**config.mk**
```make
export PLATFORM = sky130hd
export DESIGN_NAME = led_scan_top
export DESIGN_NICKNAME = d
export VERILOG_FILES = /design/src/rtl/led_scan_pkg.sv /design/src/rtl/led_scan_seq.sv /design/src/rtl/led_row_mux.sv /design/src/rtl/led_scan_top.sv
export SDC_FILE = /design/constraint.sdc
export NUM_CORES = 1
export LEC_CHECK = 0
export BUFFER_PORTS_ARGS = -buffer_cell sky130_fd_sc_hd__buf_2
export CORE_ASPECT_RATIO = 1.5
export CORE_UTILIZATION = 44
export DETAILED_ROUTE_END_ITERATION = 8
export HOLD_SLACK_MARGIN = 0.12
export PLACE_DENSITY_LB_ADDON = 0.12
export SYNTH_ARGS = -nofsm -noshare
export SYNTH_HDL_FRONTEND = slang
export SYNTH_HIERARCHICAL = 1
export SYNTH_SLANG_ARGS = --single-unit
```
**constraint.sdc**
```tcl
create_clock -name clk -period 4.35 [get_ports clk]
set_input_delay 0.2175 -clock clk [delete_from_list [all_inputs] [get_ports clk]]
set_output_delay 0.2175 -clock clk [all_outputs]
set_load 0.02 [all_outputs]
```
**src/rtl/led_scan_pkg.sv**
```systemverilog
package led_scan_pkg;

  localparam int unsigned LED_DW = 5;

  typedef enum logic [2:0] {
    ST_IDLE,
    ST_SETUP,
    ST_STROBE,
    ST_HOLD,
    ST_PAUSE
  } scan_state_e;

  // Row 0 word: hub-wide flags, top bit unused.
  function automatic logic [LED_DW-1:0] hub_word(
    input logic a_col, input logic a_rec,
    input logic a_jab, input logic a_part);
    return {1'b0, a_part, a_jab, a_rec, a_col};
  endfunction

  // Port row word: one flag kind per data line.
  function automatic logic [LED_DW-1:0] port_word(
    input logic col, input logic rec, input logic part,
    input logic link, input logic badpol);
    return {badpol, link, part, rec, col};
  endfunction

endpackage

```
**src/rtl/led_scan_seq.sv**
```systemverilog
module led_scan_seq
  import led_scan_pkg::*;
#(
  parameter int unsigned NUM_ROWS = 8,
  localparam int unsigned AW = $clog2(NUM_ROWS)
) (
  input  logic          clk,
  input  logic          rst_n,
  input  logic          tick,
  input  logic          pause_req,
  output logic [AW-1:0] addr,
  output logic [AW-1:0] next_addr,
  output logic          load,
  output logic          start,
  output logic          wr,
  output logic          busy,
  output logic          ack,
  output logic          in_setup,
  output logic          in_hold
);

  scan_state_e state, state_nx;
  logic        last_row;
  logic        step;

  assign last_row  = (addr == AW'(NUM_ROWS - 1));
  assign start     = (state == ST_IDLE) && tick && !pause_req;
  assign step      = ((state == ST_HOLD) && !last_row && !pause_req) ||
                     ((state == ST_PAUSE) && !pause_req);
  assign load      = start || step;
  assign next_addr = start ? '0 : addr + 1'b1;

  always_comb begin
    state_nx = state;
    unique case (state)
      ST_IDLE:   if (start) state_nx = ST_SETUP;
      ST_SETUP:  state_nx = ST_STROBE;
      ST_STROBE: state_nx = ST_HOLD;
      ST_HOLD: begin
        if (last_row)       state_nx = ST_IDLE;
        else if (pause_req) state_nx = ST_PAUSE;
        else                state_nx = ST_SETUP;
      end
      ST_PAUSE:  if (!pause_req) state_nx = ST_SETUP;
      default:   state_nx = ST_IDLE;
    endcase
  end

  always_ff @(posedge clk) begin
    if (!rst_n) begin
      state <= ST_IDLE;
      addr  <= '0;
    end else begin
      state <= state_nx;
      if (load) addr <= next_addr;
    end
  end

  assign wr       = (state == ST_STROBE);
  assign busy     = (state != ST_IDLE);
  assign in_setup = (state == ST_SETUP);
  assign in_hold  = (state == ST_HOLD);
  assign ack      = pause_req && ((state == ST_IDLE) || (state == ST_PAUSE));

endmodule

```
**src/rtl/led_row_mux.sv**
```systemverilog
module led_row_mux
  import led_scan_pkg::*;
#(
  parameter int unsigned NUM_ROWS = 8,
  localparam int unsigned AW = $clog2(NUM_ROWS)
) (
  input  logic [AW-1:0]       sel,
  input  logic [NUM_ROWS-1:0] col,
  input  logic [NUM_ROWS-1:0] rec,
  input  logic [NUM_ROWS-1:0] part,
  input  logic [NUM_ROWS-1:0] link,
  input  logic [NUM_ROWS-1:0] badpol,
  input  logic                a_col,
  input  logic                a_rec,
  input  logic                a_jab,
  input  logic                a_part,
  output logic [LED_DW-1:0]   word
);

  logic [LED_DW-1:0] rows [NUM_ROWS];

  for (genvar r = 0; r < NUM_ROWS; r++) begin : g_row
    if (r == 0) begin : g_hub
      assign rows[r] = hub_word(a_col, a_rec, a_jab, a_part);
    end else begin : g_port
      assign rows[r] = port_word(col[r], rec[r], part[r], link[r], badpol[r]);
    end
  end

  assign word = rows[sel];

endmodule

```
**src/rtl/led_scan_top.sv**
```systemverilog
module led_scan_top
  import led_scan_pkg::*;
#(
  parameter int unsigned NUM_ROWS = 8,
  localparam int unsigned AW = $clog2(NUM_ROWS)
) (
  input  logic                clk,
  input  logic                rst_n,
  input  logic                scan_tick,
  input  logic                pause_req,
  input  logic [NUM_ROWS-1:0] port_col,
  input  logic [NUM_ROWS-1:0] port_rec,
  input  logic [NUM_ROWS-1:0] port_part,
  input  logic [NUM_ROWS-1:0] port_link,
  input  logic [NUM_ROWS-1:0] port_badpol,
  input  logic                any_col,
  input  logic                any_rec,
  input  logic                any_jab,
  input  logic                any_part,
  output logic [AW-1:0]       led_addr,
  output logic [LED_DW-1:0]   led_data,
  output logic                led_wr,
  output logic                scan_busy,
  output logic                pause_ack
);

  logic [AW-1:0]     seq_next_addr;
  logic              seq_load;
  logic              seq_start;
  logic              seq_setup;
  logic              seq_hold;
  logic [LED_DW-1:0] row_word;
  logic [LED_DW-1:0] data_q;

  led_scan_seq #(.NUM_ROWS(NUM_ROWS)) u_seq (
    .clk       (clk),
    .rst_n     (rst_n),
    .tick      (scan_tick),
    .pause_req (pause_req),
    .addr      (led_addr),
    .next_addr (seq_next_addr),
    .load      (seq_load),
    .start     (seq_start),
    .wr        (led_wr),
    .busy      (scan_busy),
    .ack       (pause_ack),
    .in_setup  (seq_setup),
    .in_hold   (seq_hold)
  );

  led_row_mux #(.NUM_ROWS(NUM_ROWS)) u_mux (
    .sel    (seq_next_addr),
    .col    (port_col),
    .rec    (port_rec),
    .part   (port_part),
    .link   (port_link),
    .badpol (port_badpol),
    .a_col  (any_col),
    .a_rec  (any_rec),
    .a_jab  (any_jab),
    .a_part (any_part),
    .word   (row_word)
  );

  // Snapshot the row when its address is loaded.
  always_ff @(posedge clk) begin
    if (!rst_n)        data_q <= '0;
    else if (seq_load) data_q <= row_word;
  end

  assign led_data = data_q;

endmodule

```
==> results.md, run 1 <==
- Status: complete, no violations
- Clock skew: 2.84 ps
- Buffers on Ports: between 50 and 60
- IO Count: 59
- Setup TNS: 0 ps
- YS warnings: 6
- CTS tree: done
- WL/cell: 11.3 µm
- Gate Count Post-Synth: 79
- Die height: approximately 57 µm
- Final WS setup: 1760 ps
- Post-cts hold buffer count: 0
- GP Congestion: 0.672
- Vias in the first global route: 784
- Crit path capture type: register
- Total CTS buffers: 3
- RSZ-0062 raised after global routing: no
- Mapped Area: 883 µm²
- # fillers: ~160
- Final cell count without fillers: 154
- CP Class: reg2reg
- Pre-CTS WS: 1740 ps
- N_diodes: 0
- CTS sink count: 11
- Critical Path Slowest Stage Cell: nor2_1
- Largest net degree at the start of global routing: 13
- Worst-path cell chain: nor3_2 -> nand2_2 -> inv_2 -> nor2_1 -> mux4_1 -> mux2_2 -> mux2i_1 -> nor2b_1
- Final Setup Violations: 0
- CTS max path bufs: 2
- Seq pwr share: 40.0%
- Chip width: approximately 39 µm
- Clock power frac: 23.8%
- Area Growth Syn to Fin: 32.2%
- Clk Latency, worst-skew pair: 260 ps
- Post-route minimum period: 2590 ps
- Max Fclk: 386 MHz
- Antenna Nets Post-Route: 0
- Post CTS Setup Buffer Count: 0
- Drt via density: 5.32
- Hold Path Class: in2reg
- Worst-case vdd ir drop: 130 µV
- Core area: about 1900 µm²
- P_sw: 81.3 µW
- Syn_nets: 129
- Root buffer cell: clkbuf_4
- Final #Nets: 184
- Total of max-cap violations: 0
- WL final: 1740 µm
- P_leak: 0.566 nW
- Crit start category: register
- Max incr delay on CP: 690 ps
- GR Overflow Total: 0
- Required time of the critical path: 4510 ps
- Worst EP arrival: 2750 ps
- Worst-path clk slew: 70 ps
- Switching Fraction: between 20% and 30%
- Syn Area/Cell: 11.2 µm²
- # H-tree levels: 1
- # rows: 19
- Top cell family by delay on the critical path: multiplexers
- Initial detailed-routing violation count: 9
- Effective utilization at floorplan: 47.6%
- Combinational power share: 36.2%
- First-pass DRT Iterations: 3
- Final period util: 59.6%
- Fin. max-slew vios: 0
- Final core occ: 63.0%
- Drc violations: 0
- Die area: between 2000 and 2500 µm²
- Share of post-route cells with drive strength above 1: 57.9%
- DP Cell Count: 150
- Worst slew margin: around two fifths
- Total number of vias: 820
- Buf/Inv on CP: 1
- CTS resizes: 0
- Final number of hold-violating endpoints: 0
- Initial antenna violation count: 0
- Pwr/cell area: 241 nW/µm²
- First-pass GRT wire length: 2960 µm
- CP Max Fanout: 9
- Int Pwr: 200 µW
- Gr usage total: roughly a fifth
- Slew @ Worst Pin: 923 ps
- Detailed-placement wirelength estimate: 1480 µm
==> power by group through the flow <==
stage | clock [mW] | combinational (mW) | sequential, mW
3_5_place_dp | 0 | 0.103 | 0.115
4_1_cts | 0.0706 | 0.104 | 0.113
3_3_place_gp | 0 | 0.101 | 0.114
6_report | 0.0671 | 0.102 | 0.113
2_1_floorplan | 0 | 0.0691 | 0.120
5_1_grt | 0.0773 | 0.113 | 0.113
==> worst reg2reg max path: cells and delay by family, from the launching register on <==
family / cells / cell delay (ps)
multiplexers: 3 / 1040
AND/OR/NAND/NOR: 4 / 960
flip-flops: 1 / 450
buffers and inverters: 1 / 40
==> path summary, 6_finish.rpt <==
path                                    start                           to  cells after the start  slack [ps]
setup / recovery  u_seq/state[2]$_SDFFE_PN0P_     led_data[1]$_SDFFE_PN0P_                      8        1760
hold / removal                          rst_n  u_seq/state[2]$_SDFFE_PN0P_                      3         300
setup reg to reg  u_seq/state[2]$_SDFFE_PN0P_     led_data[1]$_SDFFE_PN0P_                      8        1760
hold reg to reg    u_seq/addr[2]$_SDFFE_PN0P_   u_seq/addr[2]$_SDFFE_PN0P_                      2         480
==> sequential cells by signal, summed over array words and instances (netlist names) <==
signal       cells
u_seq/state      3
led_data         5
u_seq/addr       3
==> routing by layer <==
metal	global-route usage [%]	vias up	wire, µm
met3	2.37	2	113
li1	-	406	-
met5	0	-	0
met2	31.4	36	927
met4	11.8	0	25
met1	21.4	376	673
==> metrics by stage <==
stage | cell area, µm² | power, mW | hold WS (ps)
5_1_grt | 1170 | 0.304 | 289
3_5_place_dp | 1140 | 0.218 | 476
6_report | 1170 | 0.282 | 297
3_3_place_gp | 1140 | 0.216 | 464
2_1_floorplan | 883 | 0.189 | 346
4_1_cts | 1170 | 0.287 | 287
==> layout make-up <==
class	count	area [µm²]	share of cell area, %
Sequential cell	11	220	18.9
Timing Repair Buffer	53	265	22.7
Multi-Input combinational cell	61	614	52.6
Inverter	4	15.0	1.29
Tap cell	21	26.3	2.25
Clock buffer	4	26.3	2.25
==> cell usage in the layout, fill, tap and decap left out, types with 2 or more instances in the layout <==
master / n
clkbuf_4: 3
mux2i_1: 8
nand2_1: 4
mux2_2: 6
nor3_1: 2
and2_2: 2
inv_1: 3
nor2_1: 5
nand3_1: 2
mux4_1: 3
a21oi_1: 2
buf_2: 53
mux4_2: 6
nor2b_1: 5
ha_1: 2
dfxtp_1: 11
nor3b_1: 2
Power figures use the tool's default switching activity.
==> run 2: changes to the inputs <==
--- a/config.mk
+++ b/config.mk
@@ -7,7 +7,7 @@
 export LEC_CHECK = 0
 export BUFFER_PORTS_ARGS = -buffer_cell sky130_fd_sc_hd__buf_2
 export CORE_ASPECT_RATIO = 1.5
-export CORE_UTILIZATION = 44
+export CORE_UTILIZATION = 37
 export DETAILED_ROUTE_END_ITERATION = 8
 export HOLD_SLACK_MARGIN = 0.12
 export PLACE_DENSITY_LB_ADDON = 0.12
==> constraint.sdc (replaced) <==
create_clock -name clk -period 2.3 [get_ports clk]
set_input_delay 0.115 -clock clk [delete_from_list [all_inputs] [get_ports clk]]
set_output_delay 0.115 -clock clk [all_outputs]
set_load 0.02 [all_outputs]
==> run 2 against run 1 <==
Against the previous run: via count down 1.1%; sequential power up 88%; combinational power up 96%; clock power up 89%; register-to-register slack worse by 1600 ps; critical path depth down 1; utilization down 9.9 points; total power up 92%; critical endpoint is now led_data[4]$_SDFFE_PN0P_; largest power group unchanged.
==> results.md, run 2 (synthesis gave the netlist of run 1 again) <==
- Final Setup Violations: 0 (unchanged)
- FF-to-FF Start: u_seq/addr[0]$_SDFFE_PN0P_ (was u_seq/state[2]$_SDFFE_PN0P_)
- R2R depth: 7 (was 8)
- Hold path depth: 3 (unchanged)
- Initial detailed-routing violation count: 6 (was 9)
- Pwr/cell area: 456 nW/µm² (was 241 nW/µm²)
- Share of post-route cells with drive strength above 1: 58.5% (was 57.9%)
- Buffers on Ports: 53 (unchanged)
- Clk Latency, worst-skew pair: 260 ps (about the same)
- HP Start: pause_req (was rst_n)
- WL final: 1900 µm (was 1740 µm)
- First-pass GRT wire length: 3310 µm (was 2960 µm)
- RSZ-0062 raised after global routing: no (unchanged)
- Worst EP arrival: 2280 ps (was 2750 ps)
- FF-to-FF setup slack: 180 ps (was 1760 ps)
- Slew @ Worst Pin: 317 ps (was 923 ps)
- Hold endpoint: u_seq/state[2]$_SDFFE_PN0P_ (unchanged)
- Vias in the first global route: 838 (was 784)
- Required time of the critical path: 2460 ps (was 4510 ps)
- Root buffer cell: clkbuf_4 (unchanged)
- WL/cell: 12.0 µm (was 11.3 µm)
- Antenna Nets Post-Route: 0 (unchanged)
- Total number of vias: 811 (was 820)
- Fin. max-slew vios: 0 (unchanged)
- Post CTS Setup Buffer Count: 0 (unchanged)
- Total of max-cap violations: 0 (unchanged)
- GR Overflow Total: 0 (unchanged)
- CTS tree: done (unchanged)
- Chip width: 41.9 µm (was 38.6 µm)
- Max FFs per register: 5 (unchanged)
- Setup TNS: 0 ps (unchanged)
- First-pass DRT Iterations: 3 (unchanged)
- Die height: 61.8 µm (was 56.9 µm)
- Final #Nets: 186 (was 184)
- CTS resizes: 0 (unchanged)
- CTS sink count: 11 (unchanged)
- CP Class: reg2reg (unchanged)
- Core area: 2230 µm² (was 1850 µm²)
- Drc violations: 0 (unchanged)
- Worst-path cell chain: ha_1 -> ha_1 -> and2_2 -> mux2_2 -> mux4_2 -> mux2i_1 -> nor2b_1 (was nor3_2 -> nand2_2 -> inv_2 -> nor2_1 -> mux4_1 -> mux2_2 -> mux2i_1 -> nor2b_1)
- Max Fclk: 471 MHz (was 386 MHz)
- Area Growth Syn to Fin: 34.1% (was 32.2%)
- CP Max Fanout: 5 (was 9)
- # rows: 21 (was 19)
- Status: complete, no violations (unchanged)
- CTS max path bufs: 2 (unchanged)
- GP Congestion: 0.778 (was 0.672)
- Final number of hold-violating endpoints: 0 (unchanged)
- Max incr delay on CP: 450 ps (was 690 ps)
- Drt via density: 5.13 (was 5.32)
- Largest net degree at the start of global routing: 13 (unchanged)
- Gr usage total: 16.9% (was 18.9%)
- Effective utilization at floorplan: 39.6% (was 47.6%)
- # H-tree levels: 1 (unchanged)
- Detailed-placement wirelength estimate: 1610 µm (was 1480 µm)
- Initial antenna violation count: 0 (unchanged)
- Critical Path Slowest Stage Cell: mux4_2 (was nor2_1)
- Post-route minimum period: 2120 ps (was 2590 ps)
- Most common cell on crit path: ha_1
- Hold Path Class: in2reg (unchanged)
- Worst-case vdd ir drop: 228 µV (was 130 µV)
- Tot Pwr: 540 µW (was 282 µW)
- Hold Slack: 190 ps (was 297 ps)
- Die area: 2590 µm² (was 2190 µm²)
- # fillers: 222 (was 161)
- Worst slew margin: 78.8% (was 38.2%)
- Post-cts hold buffer count: 0 (unchanged)
- RR Endpoint: led_data[4]$_SDFFE_PN0P_ (was led_data[1]$_SDFFE_PN0P_)
- Most common cell after layout, fill and taps aside: buf_2 (unchanged)
- P_leak: 0.576 nW (was 0.566 nW)
- Final period util: 92.2% (was 59.6%)
- Buf/Inv on CP: 0 (was 1)
- Crit path capture type: register (unchanged)
- IO Count: 59 (unchanged)
- Total CTS buffers: 3 (unchanged)
- Leading cell types in the layout, fill and taps excluded: 53 x buf_2, 11 x dfxtp_1, 8 x mux2i_1 (unchanged)
- Clock skew: 1.43 ps (was 2.84 ps)
- N_diodes: 0 (unchanged)
- Crit start category: register (unchanged)
- Top cell family by delay on the critical path: multiplexers (unchanged)
- Worst-path clk slew: 70 ps (about the same)
[run 2: cell types whose count changed in the layout (fill, tap and decap cells not counted)]
cell / before / now
buf_4: 0 / 2
[run 2: how the worst max path moves through the flow]
stage / start / to / slack, ps / depth (start not counted)
2_1_floorplan: u_seq/addr[0]$_SDFFE_PN0P_ / led_data[4]$_SDFFE_PN0P_ / 60 / 8
3_3_place_gp: u_seq/state[2]$_SDFFE_PN0P_ / led_data[0]$_SDFFE_PN0P_ / 210 / 9
3_5_place_dp: u_seq/addr[0]$_SDFFE_PN0P_ / led_data[4]$_SDFFE_PN0P_ / 180 / 7
4_1_cts: u_seq/state[2]$_SDFFE_PN0P_ / led_data[1]$_SDFFE_PN0P_ / 160 / 9
5_1_grt: u_seq/state[0]$_SDFFE_PN0P_ / led_data[1]$_SDFFE_PN0P_ / 10 / 9
6_report: u_seq/addr[0]$_SDFFE_PN0P_ / led_data[4]$_SDFFE_PN0P_ / 180 / 7
[run 2: worst reg2reg max path: cells and delay by family (launching register included)]
| family | cells | cell delay, ps |
|---|---|---|
| multiplexers | 3 | 930 |
| adder cells (fa/ha/maj) | 2 | 490 |
| flip-flops | 1 | 350 |
| AND/OR/NAND/NOR | 2 | 250 |
[run 2: metrics by stage]
step | setup WS [ps] | utilization (%) | instance area [µm²] | cells
floorplan | 62.3 | - | 883 | 79
CTS | 162 | 53.1 | 1180 | 158
finish | 179 | 53.1 | 1180 | 158
global placement | 207 | 51.9 | 1160 | 154
global route | 13.3 | 53.1 | 1180 | 158
detailed placement | 177 | 51.9 | 1160 | 154
[run 2: report_power, final]
| part | switching, mW | internal (mW) |
|---|---|---|
| clock | 0.0602 | 0.0669 |
| combinational | 0.0868 | 0.113 |
| sequential | 0.0106 | 0.202 |
[run 2: cell type report]
| class | count | area [µm²] | share of cell area (%) |
|---|---|---|---|
| timing repair buffer | 55 | 280 | 23.7 |
| clock buffer | 4 | 26.3 | 2.22 |
| tap | 23 | 28.8 | 2.43 |
| multi-input combinational | 61 | 614 | 51.8 |
| inverter | 4 | 15.0 | 1.27 |
| sequential | 11 | 220 | 18.6 |
[run 2: per-layer routing]
layer	part of all wire [%]	track usage (%)	vias up
li1	-	-	409
met1	38	16.8	363
met4	1.0	8.29	0
met5	0	0	-
met3	5.8	1.16	2
met2	55	35.0	37
